**src/rtl/aligner_pkg.sv**
```systemverilog
package aligner_pkg;

   typedef enum logic [1:0] {
      ACC_BYTE = 2'd0,
      ACC_HALF = 2'd1,
      ACC_WORD = 2'd2,
      ACC_RSVD = 2'd3
   } acc_size_e;

   typedef struct packed {
      logic [1:0] lane;
      acc_size_e  size;
      logic       zext;
   } ld_ctx_t;

   localparam ld_ctx_t LD_CTX_RESET = '{lane: 2'd0, size: ACC_WORD, zext: 1'b1};

   // Alignment rule: halfword needs bit 0 clear, word needs both clear.
   function automatic logic is_misaligned(input acc_size_e sz, input logic [1:0] lane);
      logic bad;
      unique case (sz)
         ACC_BYTE: bad = 1'b0;
         ACC_HALF: bad = lane[0];
         default:  bad = |lane;
      endcase
      return bad;
   endfunction

endpackage

```
**src/rtl/aligner_ctx_reg.sv**
```systemverilog
module aligner_ctx_reg
   import aligner_pkg::*;
(
   input  logic    clk,
   input  logic    rst_n,
   input  logic    cap_i,
   input  ld_ctx_t ctx_i,
   output ld_ctx_t ctx_o
);

   ld_ctx_t ctx_q;

   always_ff @(posedge clk) begin
      if (!rst_n)
         ctx_q <= LD_CTX_RESET;
      else if (cap_i)
         ctx_q <= ctx_i;
   end

   assign ctx_o = ctx_q;

   AST_CTX_HOLD: assert property (@(posedge clk) disable iff (!rst_n)
      !cap_i |=> $stable(ctx_o)) else $error("load context moved without a load request");

   AST_CTX_TAKE: assert property (@(posedge clk) disable iff (!rst_n)
      cap_i |=> (ctx_o == $past(ctx_i))) else $error("load context not captured");

endmodule

```
**src/rtl/aligner_store_lanes.sv**
```systemverilog
module aligner_store_lanes
   import aligner_pkg::*;
#(
   parameter int DATA_W = 32,
   parameter int LANES  = DATA_W / 8,
   parameter int LANE_W = $clog2(LANES)
)(
   input  logic              clk,
   input  logic              rst_n,
   input  logic              wr_i,
   input  logic              mis_i,
   input  acc_size_e         size_i,
   input  logic [LANE_W-1:0] lane_i,
   input  logic [DATA_W-1:0] src_i,
   output logic [DATA_W-1:0] wdata_o,
   output logic [LANES-1:0]  be_o
);

   localparam int HALF_LANES = 2;

   logic [LANES-1:0] be_raw;
   logic             wr_ok;

   assign wr_ok = wr_i & ~mis_i;

   for (genvar i = 0; i < LANES; i++) begin : g_lane
      always_comb begin
         unique case (size_i)
            ACC_BYTE: begin
               wdata_o[i*8 +: 8] = src_i[7:0];
               be_raw[i]         = (lane_i == LANE_W'(i));
            end
            ACC_HALF: begin
               wdata_o[i*8 +: 8] = src_i[(i % HALF_LANES)*8 +: 8];
               be_raw[i]         = (lane_i[LANE_W-1] == 1'(i / HALF_LANES));
            end
            default: begin
               wdata_o[i*8 +: 8] = src_i[i*8 +: 8];
               be_raw[i]         = 1'b1;
            end
         endcase
      end
   end

   assign be_o = wr_ok ? be_raw : '0;

   AST_BE_MISALIGN_OFF: assert property (@(posedge clk) disable iff (!rst_n)
      mis_i |-> (be_o == '0)) else $error("write enabled on misaligned access");

   AST_BE_IDLE_OFF: assert property (@(posedge clk) disable iff (!rst_n)
      !wr_i |-> (be_o == '0)) else $error("write enabled with no store");

   AST_BE_BYTE_SINGLE: assert property (@(posedge clk) disable iff (!rst_n)
      (wr_i && size_i == ACC_BYTE) |-> ($countones(be_o) == 1)) else $error("byte store lane count");

   AST_BE_HALF_PAIR: assert property (@(posedge clk) disable iff (!rst_n)
      (wr_ok && size_i == ACC_HALF) |-> (be_o == 4'b0011 || be_o == 4'b1100)) else $error("halfword store lanes");

   AST_BE_WORD_ALL: assert property (@(posedge clk) disable iff (!rst_n)
      (wr_ok && (size_i == ACC_WORD || size_i == ACC_RSVD)) |-> (&be_o)) else $error("word store lanes");

endmodule

```
**src/rtl/aligner_load_extract.sv**
```systemverilog
module aligner_load_extract
   import aligner_pkg::*;
#(
   parameter int DATA_W = 32,
   parameter int LANES  = DATA_W / 8,
   parameter int LANE_W = $clog2(LANES)
)(
   input  logic              clk,
   input  logic              rst_n,
   input  ld_ctx_t           ctx_i,
   input  logic [DATA_W-1:0] rdata_i,
   output logic [DATA_W-1:0] result_o
);

   localparam int HW = 16;

   logic [7:0]    lane_bytes [LANES];
   logic [7:0]    byte_sel;
   logic [HW-1:0] half_sel;
   logic          fill_b;
   logic          fill_h;

   for (genvar i = 0; i < LANES; i++) begin : g_split
      assign lane_bytes[i] = rdata_i[i*8 +: 8];
   end

   assign byte_sel = lane_bytes[ctx_i.lane[LANE_W-1:0]];
   assign half_sel = ctx_i.lane[LANE_W-1] ? rdata_i[DATA_W-1 -: HW] : rdata_i[HW-1:0];

   // One fill bit per width; zext forces it low, so both variants share the mux.
   assign fill_b = ~ctx_i.zext & byte_sel[7];
   assign fill_h = ~ctx_i.zext & half_sel[HW-1];

   always_comb begin
      unique case (ctx_i.size)
         ACC_BYTE: result_o = {{(DATA_W-8){fill_b}}, byte_sel};
         ACC_HALF: result_o = {{(DATA_W-HW){fill_h}}, half_sel};
         default:  result_o = rdata_i;
      endcase
   end

   AST_SEXT_BYTE: assert property (@(posedge clk) disable iff (!rst_n)
      (ctx_i.size == ACC_BYTE && !ctx_i.zext) |-> (result_o[DATA_W-1:8] == {(DATA_W-8){result_o[7]}}))
      else $error("signed byte not sign-extended");

   AST_SEXT_HALF: assert property (@(posedge clk) disable iff (!rst_n)
      (ctx_i.size == ACC_HALF && !ctx_i.zext) |-> (result_o[DATA_W-1:HW] == {(DATA_W-HW){result_o[HW-1]}}))
      else $error("signed halfword not sign-extended");

   AST_ZEXT_BYTE: assert property (@(posedge clk) disable iff (!rst_n)
      (ctx_i.size == ACC_BYTE && ctx_i.zext) |-> (result_o[DATA_W-1:8] == '0))
      else $error("unsigned byte upper bits");

   AST_ZEXT_HALF: assert property (@(posedge clk) disable iff (!rst_n)
      (ctx_i.size == ACC_HALF && ctx_i.zext) |-> (result_o[DATA_W-1:HW] == '0))
      else $error("unsigned halfword upper bits");

   AST_WORD_PASS: assert property (@(posedge clk) disable iff (!rst_n)
      (ctx_i.size == ACC_WORD || ctx_i.size == ACC_RSVD) |-> (result_o == rdata_i))
      else $error("word load altered");

endmodule

```
**src/rtl/subword_aligner.sv**
```systemverilog
module subword_aligner
   import aligner_pkg::*;
#(
   parameter int DATA_W = 32,
   parameter int LANES  = DATA_W / 8,
   parameter int LANE_W = $clog2(LANES)
)(
   input  logic              clk,
   input  logic              rst_n,
   input  logic              req_valid,
   input  logic              req_store,
   input  logic [1:0]        req_size,
   input  logic              req_zext,
   input  logic [LANE_W-1:0] req_addr,
   input  logic [DATA_W-1:0] st_data,
   output logic [DATA_W-1:0] mem_wdata,
   output logic [LANES-1:0]  mem_be,
   output logic              misalign,
   input  logic [DATA_W-1:0] mem_rdata,
   output logic [DATA_W-1:0] ld_data
);

   if (DATA_W != 32) begin : g_bad_width
      $error("subword_aligner supports a 32-bit data path only");
   end
   if (LANES * 8 != DATA_W || LANE_W != 2) begin : g_bad_lanes
      $error("subword_aligner lane parameters inconsistent with DATA_W");
   end

   acc_size_e size_e;
   ld_ctx_t   ctx_in;
   ld_ctx_t   ctx_cur;
   logic      ld_cap;
   logic      st_wr;

   assign size_e   = acc_size_e'(req_size);
   assign misalign = req_valid & is_misaligned(size_e, req_addr);
   assign ld_cap   = req_valid & ~req_store;
   assign st_wr    = req_valid & req_store;

   assign ctx_in.lane = req_addr;
   assign ctx_in.size = size_e;
   assign ctx_in.zext = req_zext;

   aligner_ctx_reg u_ctx (
      .clk   (clk),
      .rst_n (rst_n),
      .cap_i (ld_cap),
      .ctx_i (ctx_in),
      .ctx_o (ctx_cur)
   );

   aligner_store_lanes #(
      .DATA_W (DATA_W),
      .LANES  (LANES),
      .LANE_W (LANE_W)
   ) u_store (
      .clk     (clk),
      .rst_n   (rst_n),
      .wr_i    (st_wr),
      .mis_i   (misalign),
      .size_i  (size_e),
      .lane_i  (req_addr),
      .src_i   (st_data),
      .wdata_o (mem_wdata),
      .be_o    (mem_be)
   );

   aligner_load_extract #(
      .DATA_W (DATA_W),
      .LANES  (LANES),
      .LANE_W (LANE_W)
   ) u_load (
      .clk      (clk),
      .rst_n    (rst_n),
      .ctx_i    (ctx_cur),
      .rdata_i  (mem_rdata),
      .result_o (ld_data)
   );

   AST_MIS_IDLE_LOW: assert property (@(posedge clk) disable iff (!rst_n)
      !req_valid |-> !misalign) else $error("misalign raised without request");

   AST_MIS_BYTE_LOW: assert property (@(posedge clk) disable iff (!rst_n)
      (req_size == 2'd0) |-> !misalign) else $error("byte access flagged misaligned");

endmodule

```
**config.mk**
```make
export PLATFORM = sky130hd
export DESIGN_NAME = subword_aligner
export DESIGN_NICKNAME = d
export VERILOG_FILES = /design/src/rtl/aligner_pkg.sv /design/src/rtl/aligner_ctx_reg.sv /design/src/rtl/aligner_store_lanes.sv /design/src/rtl/aligner_load_extract.sv /design/src/rtl/subword_aligner.sv
export SDC_FILE = /design/constraint.sdc
export NUM_CORES = 1
export LEC_CHECK = 0
export CORE_MARGIN = 3
export CORE_UTILIZATION = 27
export CTS_CLUSTER_DIAMETER = 120
export DETAILED_ROUTE_END_ITERATION = 16
export HOLD_SLACK_MARGIN = 0.03
export PLACE_DENSITY = 0.9
export SYNTH_ARGS = -nofsm -noshare
export SYNTH_HDL_FRONTEND = slang
export SYNTH_SLANG_ARGS = --single-unit
```
**constraint.sdc**
```tcl
create_clock -name clk -period 1.5 [get_ports clk]
set_clock_uncertainty 0.05 [all_clocks]
set_input_delay 0.15 -clock clk [delete_from_list [all_inputs] [get_ports clk]]
set_output_delay 0.15 -clock clk [all_outputs]
set_load 0.03 [all_outputs]
```
==> qor.yml, run 1 <==
outcome:
  status: "complete, but fails checks"
  violations: "setup timing"
layout:
  drive_gt1_frac: 0.520
  largest_register_ffs: 5
  fill_cells: 346
  fin_cells: 438
  utilization: 0.729
  num_antenna_cells: 0
  nNetsFinal: 445
  syn_to_final_growth_pct: 154
die:
  fp.dieArea_um2: 6080
  ioPinCount: 142
  die_h_um: 78.0
  start_util: 0.287
  die_w_um: 78.0
  core_um2: 4880
  num_rows: 25
clock_network:
  clk_pin_slew_ns: 0.03
  root_buffer: "clkbuf_8"
  cts_tree: "built"
  clk_path_buf_depth: 2
  cts_max_level: 1
  hold_buffers: 0
  cts_num_sinks: 5
  cts_buffers: 3
  clock_latency_ns: 0.22
min_path:
  min_from: "req_size[1]"
  hold_class: "in -> reg"
  holdPathEnd: "u_ctx.ctx_o[2]"
  hold_depth: 4
worst_setup_path:
  crit_type: "reg -> out"
  regToRegSetupSlack_ns: 0.45
  worstPathRequired_ns: 1.30
  cp_data_arrival_time_ns: 1.84
  path_cells: "buf_8 > buf_6 > mux2i_2 > or4_4 > buf_12 > nand3_1 > buf_6"
  crit_top_cell: "buf_6"
  worstRegToRegCells: 5
  crit_slowest_cell: "or4_4"
  crit_start: "u_ctx.ctx_o[4]"
  cp_max_fo: 8
  reg2reg_to: "u_ctx.ctx_o[4]"
  cpPeakStageDelay_ns: 0.49
  reg2reg_from: "u_ctx.ctx_o[4]"
  cp-start-kind: "register"
  end_kind: "primary output"
timing:
  final.setup.worst_slack_ns: -0.536
  maxSlewHeadroom: 0.748
  period_share: 1.36
  worst_pin_slew_ns: 0.376
  rsz0062_at_grt: "yes"
  drv_slew: 0
  fmax_ghz: 0.491
  finalWorstPathRequiredPeriod_ns: 2.04
  hold_viol: 0
  setup_viol: 32
  tns_ns: -15.42
placed_design:
  dp_hpwl_um: 5720
  dp.cells: 416
  io_buffers: 141
  place_congestion: 0.813
  dp_slack_ns: -0.947
logic_synthesis:
  syn_area_per_cell_um2: 7.48
  syn_area_um2: 1400
  ys_seq_area_frac: 0.0716
  synth-seq-cells: 5
  postSynthCellCount: 187
  ys_warn_count: 0
  synth.distinct_cells: 33
  syn_nets: 260
detailed_routing:
  drt_iter0_drc: 75
  wl_um: 7820
  num_vias: 2271
  drtAntennaViolNets: 0
  vias_per_cell: 5.18
  first_pass_iters: 4
  wl_per_cell_um: 17.9
  route.detailed.drc: 0
grt:
  grt_first_pass_wirelength_um: 12000
  grt_pass1_vias: 2525
  antenna_found_initial: 0
  grt_max_degree: 17
  overflow: 0
  grt_usage: 0.243
power:
  ir_worst_vdd_uv: 254
  power.density_nw_per_um2: 463
  p_leak_nw: 1.69
flow_run:
  drv_cap: 0
-- through the flow --
stage / power [mW] / hold slack (ns) / cell area (um2)
after floorplan: 0.736 / 0.162 / 1510
after global placement: 1.28 / 0.511 / 3130
after detailed placement: 1.30 / 0.532 / 3130
after CTS: 1.63 / 0.383 / 3490
after global routing: 1.72 / 0.404 / 3560
final: 1.65 / 0.388 / 3560
-- worst max path at each step --
stage / endpoint / slack (ns)
after floorplan: ld_data[10] / -0.20
after global placement: ld_data[13] / -0.91
after detailed placement: ld_data[12] / -0.95
after CTS: ld_data[24] / -0.53
after global routing: ld_data[26] / -0.59
final: ld_data[24] / -0.54
-- per-layer routing --
layer	GRT usage	wire [um]	up-vias
met1	0.235	2650	1058
li1	-	-	1062
met4	0.0909	212	0
met3	0.0650	687	20
met5	0	0	-
met2	0.481	4270	131
-- critical path, delay by kind of cell (launching register included) --
family | cells | cell delay, ns
buf+inv | 4 | 0.54
flops | 1 | 0.33
mux | 1 | 0.15
simple gates | 2 | 0.59
-- power breakdown --
group	switching [mW]	total (mW)	internal, mW
sequential	0.00644	0.148	0.141
combinational	0.610	1.26	0.646
clock	0.0624	0.245	0.182
total	0.679	1.65	0.969
-- layout make-up --
class | instances | area, um2 | share of cell area
Timing Repair Buffer | 208 | 1970 | 0.554
Multi-Input combinational cell | 151 | 1340 | 0.375
Sequential cell | 5 | 103 | 0.0289
Tap cell | 67 | 83.8 | 0.0236
Clock buffer | 4 | 45.0 | 0.0127
Inverter | 3 | 18.8 | 0.00528
-- Yosys cell counts --
cell	count	area, um2
clkbuf_1	12	45.0
and4b_1	7	70.1
buf_2	5	25.0
mux2_1	7	78.8
mux2i_1	14	140
nor3_1	3	15.0
a22o_1	8	70.1
buf_6	1	11.3
and3b_1	1	8.76
a221o_1	15	150
mux2_2	17	191
or3_1	1	6.26
a21oi_1	1	5.00
or4_1	1	7.51
nand3_1	17	85.1
o221ai_1	1	8.76
nand2_1	28	105
a21o_1	1	7.51
dfxtp_1	5	100
a31oi_1	2	12.5
xnor2_1	1	8.76
buf_4	9	67.6
a21boi_1	1	7.51
nand2b_1	1	6.26
xor2_1	2	17.5
inv_2	1	3.75
nor3b_1	2	15.0
inv_1	2	7.51
o21ai_1	9	45.0
nor2b_1	5	31.3
mux4_2	1	22.5
buf_1	1	3.75
nor2_1	5	18.8
-- layout by cell type, fill, tap and decap left out, types with 2 or more instances in the layout --
cell and instances:
buf_6 40, buf_12 2, and4b_1 7, buf_4 76, mux2_1 2, dfxtp_1 3
nor3_1 2, clkdlybuf4s15_2 4, xor2_1 2, o21ai_1 9, nand3_4 9, mux2_2 17
a31oi_1 2, inv_1 2, a221o_2 8, dfxtp_2 2, clkdlybuf4s50_1 68, a22o_1 8
dlygate4sd2_1 5, a221o_1 7, nand3_2 5, buf_2 7, nor2_1 4, clkbuf_8 3
nand3_1 3, buf_8 2, mux2_4 5, nor2b_1 4, nand2_1 28, mux2i_1 12
mux2i_2 2
-- cells by family (layout without fill, tap and decap cells) --
kind of cell / after synthesis / after routing / share of synthesized area
AOI/OAI and AO/OA: 38 / 38 / 0.219
and+or+nand+nor: 71 / 71 / 0.264
xor gates and xnor gates: 3 / 3 / 0.0188
buffers and inverters: 31 / 215 / 0.117
muxes: 39 / 39 / 0.309
DFF: 5 / 5 / 0.0716
-- repair_timing --
action                     CTS  global route
setup buffers               15             0
pin swaps                   11             6
cloned                       2             1
gates resized for setup    195             9
setup endpoints to repair   59            37
(Power assumes the default switching activity.)
==> run 2, diff against run 1 <==
Settings changed: CELL_PAD_IN_SITES_DETAIL_PLACEMENT set to 1, CELL_PAD_IN_SITES_GLOBAL_PLACEMENT set to 2, CORE_UTILIZATION 27 to 12, PLACE_DENSITY 0.9 to 0.87, SKIP_CTS_REPAIR_TIMING set to 1.
==> run 2 against run 1 <==
  * The run still ends with setup timing left
  * Sequential share of layout area is 0.16 points higher
  * Core utilization down 40 points
  * Wire length increased by 2.9%
  * Flip-flop and latch count unchanged
  * Combinational power hardly changed
  * Global-route usage is 13 points lower
  * Register-to-register slack got worse by 0.05 ns
  * First-iteration DRC count increased by 53%
  * Cell area is 4.1% higher
  * Critical path depth decreased by 3
  * Power grew 13%
  * Non-clock buffer count fell by 8
  * Largest cell class unchanged
  * Largest power group unchanged
==> qor.yml, run 2 (synthesized netlist as in run 1, its figures left out) <==
outcome:
  status: "complete, but fails checks"  # unchanged
  violations: "setup timing"  # unchanged
clock_network:
  root_buffer: "clkbuf_16"  # was clkbuf_8
  clk_pin_slew_ns: 0.03  # about the same
  clock_latency_ns: 0.23  # was 0.22 ns
  cts_tree: "built"  # unchanged
  cts_buffers: 3  # unchanged
  cts_num_sinks: 5  # unchanged
  cts_max_level: 1  # unchanged
  clk_path_buf_depth: 2  # unchanged
worst_setup_path:
  cpPeakStageDelay_ns: 0.49  # about the same
  cp_num_buf_inv: 1  # was 4
  crit_type: "reg -> out"  # unchanged
  crit_slowest_cell: "mux4_2"  # was or4_4
  worstPathRequired_ns: 1.30  # about the same
  cp_max_fo: 8  # unchanged
  cp_data_arrival_time_ns: 1.83  # was 1.84 ns
  path_delay_family: "multiplexers"  # was simple AND/OR/NAND/NOR gates
  end_kind: "primary output"  # unchanged
  cp-start-kind: "register"  # unchanged
  path_cells: "mux4_2 > and3b_2 > a221o_2 > buf_6"  # was buf_8 > buf_6 > mux2i_2 > or4_4 > buf_12 > nand3_1 > buf_6
detailed_routing:
  first_pass_iters: 4  # unchanged
  wl_per_cell_um: 16.0  # was 17.9 um
  wl_um: 8050  # was 7820 um
  num_vias: 2213  # was 2271
  drt_iter0_drc: 115  # was 75
  drtAntennaViolNets: 0  # unchanged
  route.detailed.drc: 0  # unchanged
  vias_per_cell: 4.40  # was 5.18
power:
  power.density_nw_per_um2: 503  # was 463 nW/um2
  p_int_mw: 1.15  # was 969 uW
  p_leak_nw: 1.83  # was 1.69 nW
  clkPwrFrac: 0.241  # was 0.148
  p_switching_uw: 711  # was 679 uW
  ir_worst_vdd_uv: 284  # was 254 uV
  p_sw_frac: 0.382  # was 0.412
  power.share.sequential: 0.080  # was 0.090
  pwr-share-comb: 0.679  # was 0.762
  power.total_mw: 1.86  # was 1.65 mW
die:
  start_util: 0.126  # was 0.287
  die_h_um: 114  # was 78.0 um
  core_um2: 11100  # was 4880 um2
  die_w_um: 114  # was 78.0 um
  ioPinCount: 142  # unchanged
  num_rows: 38  # was 25
  fp.dieArea_um2: 13000  # was 6080 um2
timing:
  tns_ns: -14.17  # was -15.42 ns
  setup_viol: 32  # unchanged
  maxSlewHeadroom: 0.770  # was 0.748
  worst_pin_slew_ns: 0.345  # was 0.376 ns
  fmax_ghz: 0.492  # was 0.491 GHz
  period_share: 1.35  # was 1.36
  drv_slew: 0  # unchanged
  hold_viol: 0  # unchanged
  rsz0062_at_grt: "yes"  # unchanged
  final.setup.worst_slack_ns: -0.531  # was -0.536 ns
  finalWorstPathRequiredPeriod_ns: 2.03  # was 2.04 ns
placed_design:
  place_congestion: 0.738  # was 0.813
  place_area_um2: 3220  # was 3130 um2
  dp_slack_ns: -0.952  # was -0.947 ns
  dp_hpwl_um: 6430  # was 5720 um
  io_buffers: 141  # unchanged
grt:
  grt_pass1_vias: 2371  # was 2525
  antenna_found_initial: 0  # unchanged
  grt_first_pass_wirelength_um: 11900  # was 12000 um
  grt_max_degree: 20  # was 17
  overflow: 0  # unchanged
  grt_usage: 0.111  # was 0.243
layout:
  seq_area_um2: 113  # was 103 um2
  drive_gt1_frac: 0.501  # was 0.520
  fill_cells: 1307  # was 346
  syn_to_final_growth_pct: 165  # was 154%
  largest_register_ffs: 5  # unchanged
  final_cell_mix: "buf_4 (70), clkdlybuf4s50_1 (66), buf_6 (37), nand2_1 (28)"  # was buf_4 (76), clkdlybuf4s50_1 (68), buf_6 (40), nand2_1 (28), mux2_2 (17)
  multi_input_area_um2: 1340  # unchanged
  nNetsFinal: 437  # was 445
  num_antenna_cells: 0  # unchanged
  design_area_um2: 3700  # was 3560 um2
  final_common_cell: "buf_4"  # unchanged
flow_run:
  drv_cap: 0  # unchanged
min_path:
  hold_class: "in -> reg"  # unchanged
[run 2: changes by cell type in the layout (fill, tap and decap cells not counted), moves of 3 or more]
cell	delta
buf_6	-3
nand3_4	-3
buf_2	-5
clkbuf_8	-3
dlymetal6s2s_1	+17
nand3_2	+5
clkdlybuf4s15_2	-4
clkbuf_16	+4
dlygate4sd2_1	-5
dfxtp_4	+3
buf_4	-6
[run 2: per-stage QoR]
step	hold slack [ns]	std cells	utilization
after floorplan	0.162	187	-
after global placement	0.507	487	0.289
after detailed placement	0.517	487	0.289
after CTS	0.470	491	0.296
after global routing	0.412	503	0.333
final	0.343	503	0.333
[run 2: path summary, 6_finish.rpt]
check,startpoint,to,slack (ns),cells past startpoint
setup / recovery,u_ctx.ctx_o[4],ld_data[15],-0.53,4
hold / removal,req_size[1],u_ctx.ctx_o[2],0.34,4
setup reg to reg,u_ctx.ctx_o[4],u_ctx.ctx_o[4],0.40,5
hold reg to reg,u_ctx.ctx_o[0],u_ctx.ctx_o[0],0.52,3
[run 2: area by class of cell]
cell class                 instances  area share
inverter                           3     0.00439
clock buffer                       4      0.0213
sequential                         5      0.0304
timing repair buffer             200       0.536
tap                              140      0.0473
multi-input combinational        151       0.361
[run 2: layer usage]
metal,track usage,share of wire,routed length (um),vias up
met4,0.0269,0.011,89,0
li1,-,-,-,1051
met1,0.129,0.38,3030,1049
met2,0.199,0.51,4130,106
met3,0.0345,0.10,801,7
met5,0,0,0,-
[run 2: power by group through the flow]
stage / clock, mW / combinational, mW / sequential, mW
finish: 0.449 / 1.26 / 0.148
global route: 0.463 / 1.34 / 0.149
CTS: 0.453 / 1.18 / 0.149
detailed placement: 0 / 1.17 / 0.151
global placement: 0 / 1.15 / 0.150
floorplan: 0 / 0.588 / 0.148
[run 2: tightest hold or removal path: cells and delay by family]
kind	cells	cell delay [ns]
simple gates	1	0.06
mux	1	0.08
buf+inv	2	0.30
==> run 3, diff against run 2 <==
Settings changed: CORE_UTILIZATION 12 to 13, PLACE_DENSITY 0.87 to 0.9.
Clock period 1.5 ns to 2.2 ns, I/O delays scaled along.
==> run 3 against run 2 <==
  * The run now ends clean
  * Critical path depth is 1 higher
  * Count of clock-buffer cells in the layout stayed put
  * Non-clock buffer count is 30 lower
  * Sequential power is 32% lower
  * Die area is 7.3% lower
  * Largest power group unchanged
==> qor.yml, run 3 (synthesized netlist as in run 1, its figures left out) <==
layout:
  largest_register_ffs: 5  # unchanged
  utilization: 0.296  # was 0.333
  final_common_cell: "clkdlybuf4s50_1"  # was buf_4
  num_antenna_cells: 0  # unchanged
  syn_to_final_growth_pct: 121  # was 165%
  final_cell_mix: "clkdlybuf4s50_1 (81), buf_4 (56), nand2_1 (28), dlymetal6s2s_1 (18)"  # was buf_4 (70), clkdlybuf4s50_1 (66), buf_6 (37), nand2_1 (28)
  nNetsFinal: 407  # was 437
  drive_gt1_frac: 0.288  # was 0.501
detailed_routing:
  num_vias: 2048  # was 2213
  wl_um: 7070  # was 8050 um
  vias_per_cell: 4.37  # was 4.40
  drtAntennaViolNets: 0  # unchanged
  wl_per_cell_um: 15.1  # was 16.0 um
  route.detailed.drc: 0  # unchanged
  drt_iter0_drc: 120  # was 115
  first_pass_iters: 4  # unchanged
power:
  ir_worst_vdd_uv: 160  # was 284 uV
  power.total_mw: 1.02  # was 1.86 mW
  p_leak_nw: 1.49  # was 1.83 nW
  power.density_nw_per_um2: 329  # was 503 nW/um2
worst_setup_path:
  cp-start-kind: "input pin"  # was register
  reg2reg_to: "u_ctx.ctx_o[2]"  # was u_ctx.ctx_o[4]
  cp_data_arrival_time_ns: 1.88  # was 1.83 ns
  cp_max_fo: 8  # unchanged
  worstRegToRegCells: 3  # was 5
  end_kind: "primary output"  # unchanged
  regToRegSetupSlack_ns: 1.33  # was 0.40 ns
  worstPathRequired_ns: 1.93  # was 1.30 ns
  reg2reg_from: "u_ctx.ctx_o[2]"  # was u_ctx.ctx_o[4]
  crit_type: "in -> out"  # was reg -> out
die:
  core_um2: 10400  # was 11100 um2
  num_rows: 37  # was 38
  start_util: 0.134  # was 0.126
  fp.dieArea_um2: 12000  # was 13000 um2
  die_w_um: 110  # was 114 um
  ioPinCount: 142  # unchanged
  die_h_um: 110  # was 114 um
clock_network:
  cts_num_sinks: 5  # unchanged
  clock_latency_ns: 0.22  # was 0.23 ns
  root_buffer: "clkbuf_8"  # was clkbuf_16
  clk_pin_slew_ns: 0.04  # was 0.03 ns
  clk_path_buf_depth: 2  # unchanged
  cts_tree: "built"  # unchanged
  cts_buffers: 3  # unchanged
  cts_max_level: 1  # unchanged
grt:
  antenna_found_initial: 0  # unchanged
  grt_max_degree: 38  # was 20
  overflow: 0  # unchanged
  grt_usage: 0.112  # was 0.111
  grt_pass1_vias: 2223  # was 2371
  grt_first_pass_wirelength_um: 10700  # was 11900 um
placed_design:
  dp_hpwl_um: 5780  # was 6430 um
  dp_slack_ns: -0.380  # was -0.952 ns
  io_buffers: 141  # unchanged
  place_congestion: 0.702  # was 0.738
timing:
  worst_pin_slew_ns: 0.369  # was 0.345 ns
  tns_ns: 0  # was -14.17 ns
  maxSlewHeadroom: 0.754  # was 0.770
  period_share: 0.978
  final.setup.worst_slack_ns: 0.0479  # was -0.531 ns
  hold_viol: 0  # unchanged
  hold_ws_ns: 0.478  # was 0.343 ns
  drv_slew: 0  # unchanged
  fmax_ghz: 0.465
  setup_viol: 0  # was 32
  rsz0062_at_grt: "no"  # was yes
  finalWorstPathRequiredPeriod_ns: 2.15
min_path:
  hold_class: "reg -> reg"  # was in -> reg
  hold_depth: 2  # was 4
  min_from: "u_ctx.ctx_o[0]"  # was req_size[1]
  holdPathEnd: "u_ctx.ctx_o[0]"  # was u_ctx.ctx_o[2]
flow_run:
  drv_cap: 0  # unchanged
outcome:
  status: "completed"  # was complete, but fails checks
## run 3: cell types whose count changed in the layout (fill, tap and decap cells not counted), moves of 4 or more
cell / before / now
buf_6: 37 / 2
nand3_1: 1 / 17
clkdlybuf4s50_1: 66 / 81
buf_4: 70 / 56
nand3_2: 10 / 0
a221o_1: 7 / 15
a221o_2: 8 / 0
clkbuf_2: 0 / 8
nand3_4: 6 / 0
clkbuf_16: 5 / 0
mux2_1: 2 / 7
mux2_4: 4 / 0
## run 3: metal layers
metal / global-route usage / vias up / share of wire / routed length, um
met5: 0 / - / 0 / 0
met1: 0.123 / 959 / 0.40 / 2790
li1: - / 987 / - / -
met4: 0.0294 / 0 / 0.011 / 77
met3: 0.0311 / 6 / 0.084 / 590
met2: 0.209 / 96 / 0.51 / 3610
## run 3: metrics by stage
step / cell area, um2 / instances
floorplan: 1400 / 187
global placement: 3010 / 465
finish: 3090 / 469
detailed placement: 3010 / 465
global route: 3090 / 469
CTS: 3060 / 469
## run 3: worst max path at each step
stage | start | end | cells past startpoint
after floorplan | u_ctx.ctx_o[4] | ld_data[10] | 4
after global placement | mem_rdata[31] | ld_data[8] | 5
after detailed placement | mem_rdata[23] | ld_data[14] | 5
after CTS | mem_rdata[31] | ld_data[14] | 5
after global routing | mem_rdata[23] | ld_data[15] | 5
final | mem_rdata[31] | ld_data[14] | 5
## run 3: cell type report
cell class / count / area, um2
Tap cell: 136 / 170
Fill cell: 1247 / 7330
Timing Repair Buffer: 170 / 1620
Multi-Input combinational cell: 151 / 1140
Inverter: 3 / 11.3
Clock buffer: 4 / 45.0
Sequential cell: 5 / 101
## run 3: critical path, cell delays in order
cell	delay (ns)
clkdlybuf4s50_1	0.43
mux4_2	0.48
and3b_2	0.29
a221o_1	0.27
clkbuf_2	0.19
## run 3: report_power, final
group | internal, mW | leakage [nW] | switching [mW]
sequential | 0.0960 | 0.0414 | 0.00505
combinational | 0.365 | 1.43 | 0.376
clock | 0.125 | 0.0228 | 0.0496
total | 0.585 | 1.49 | 0.430
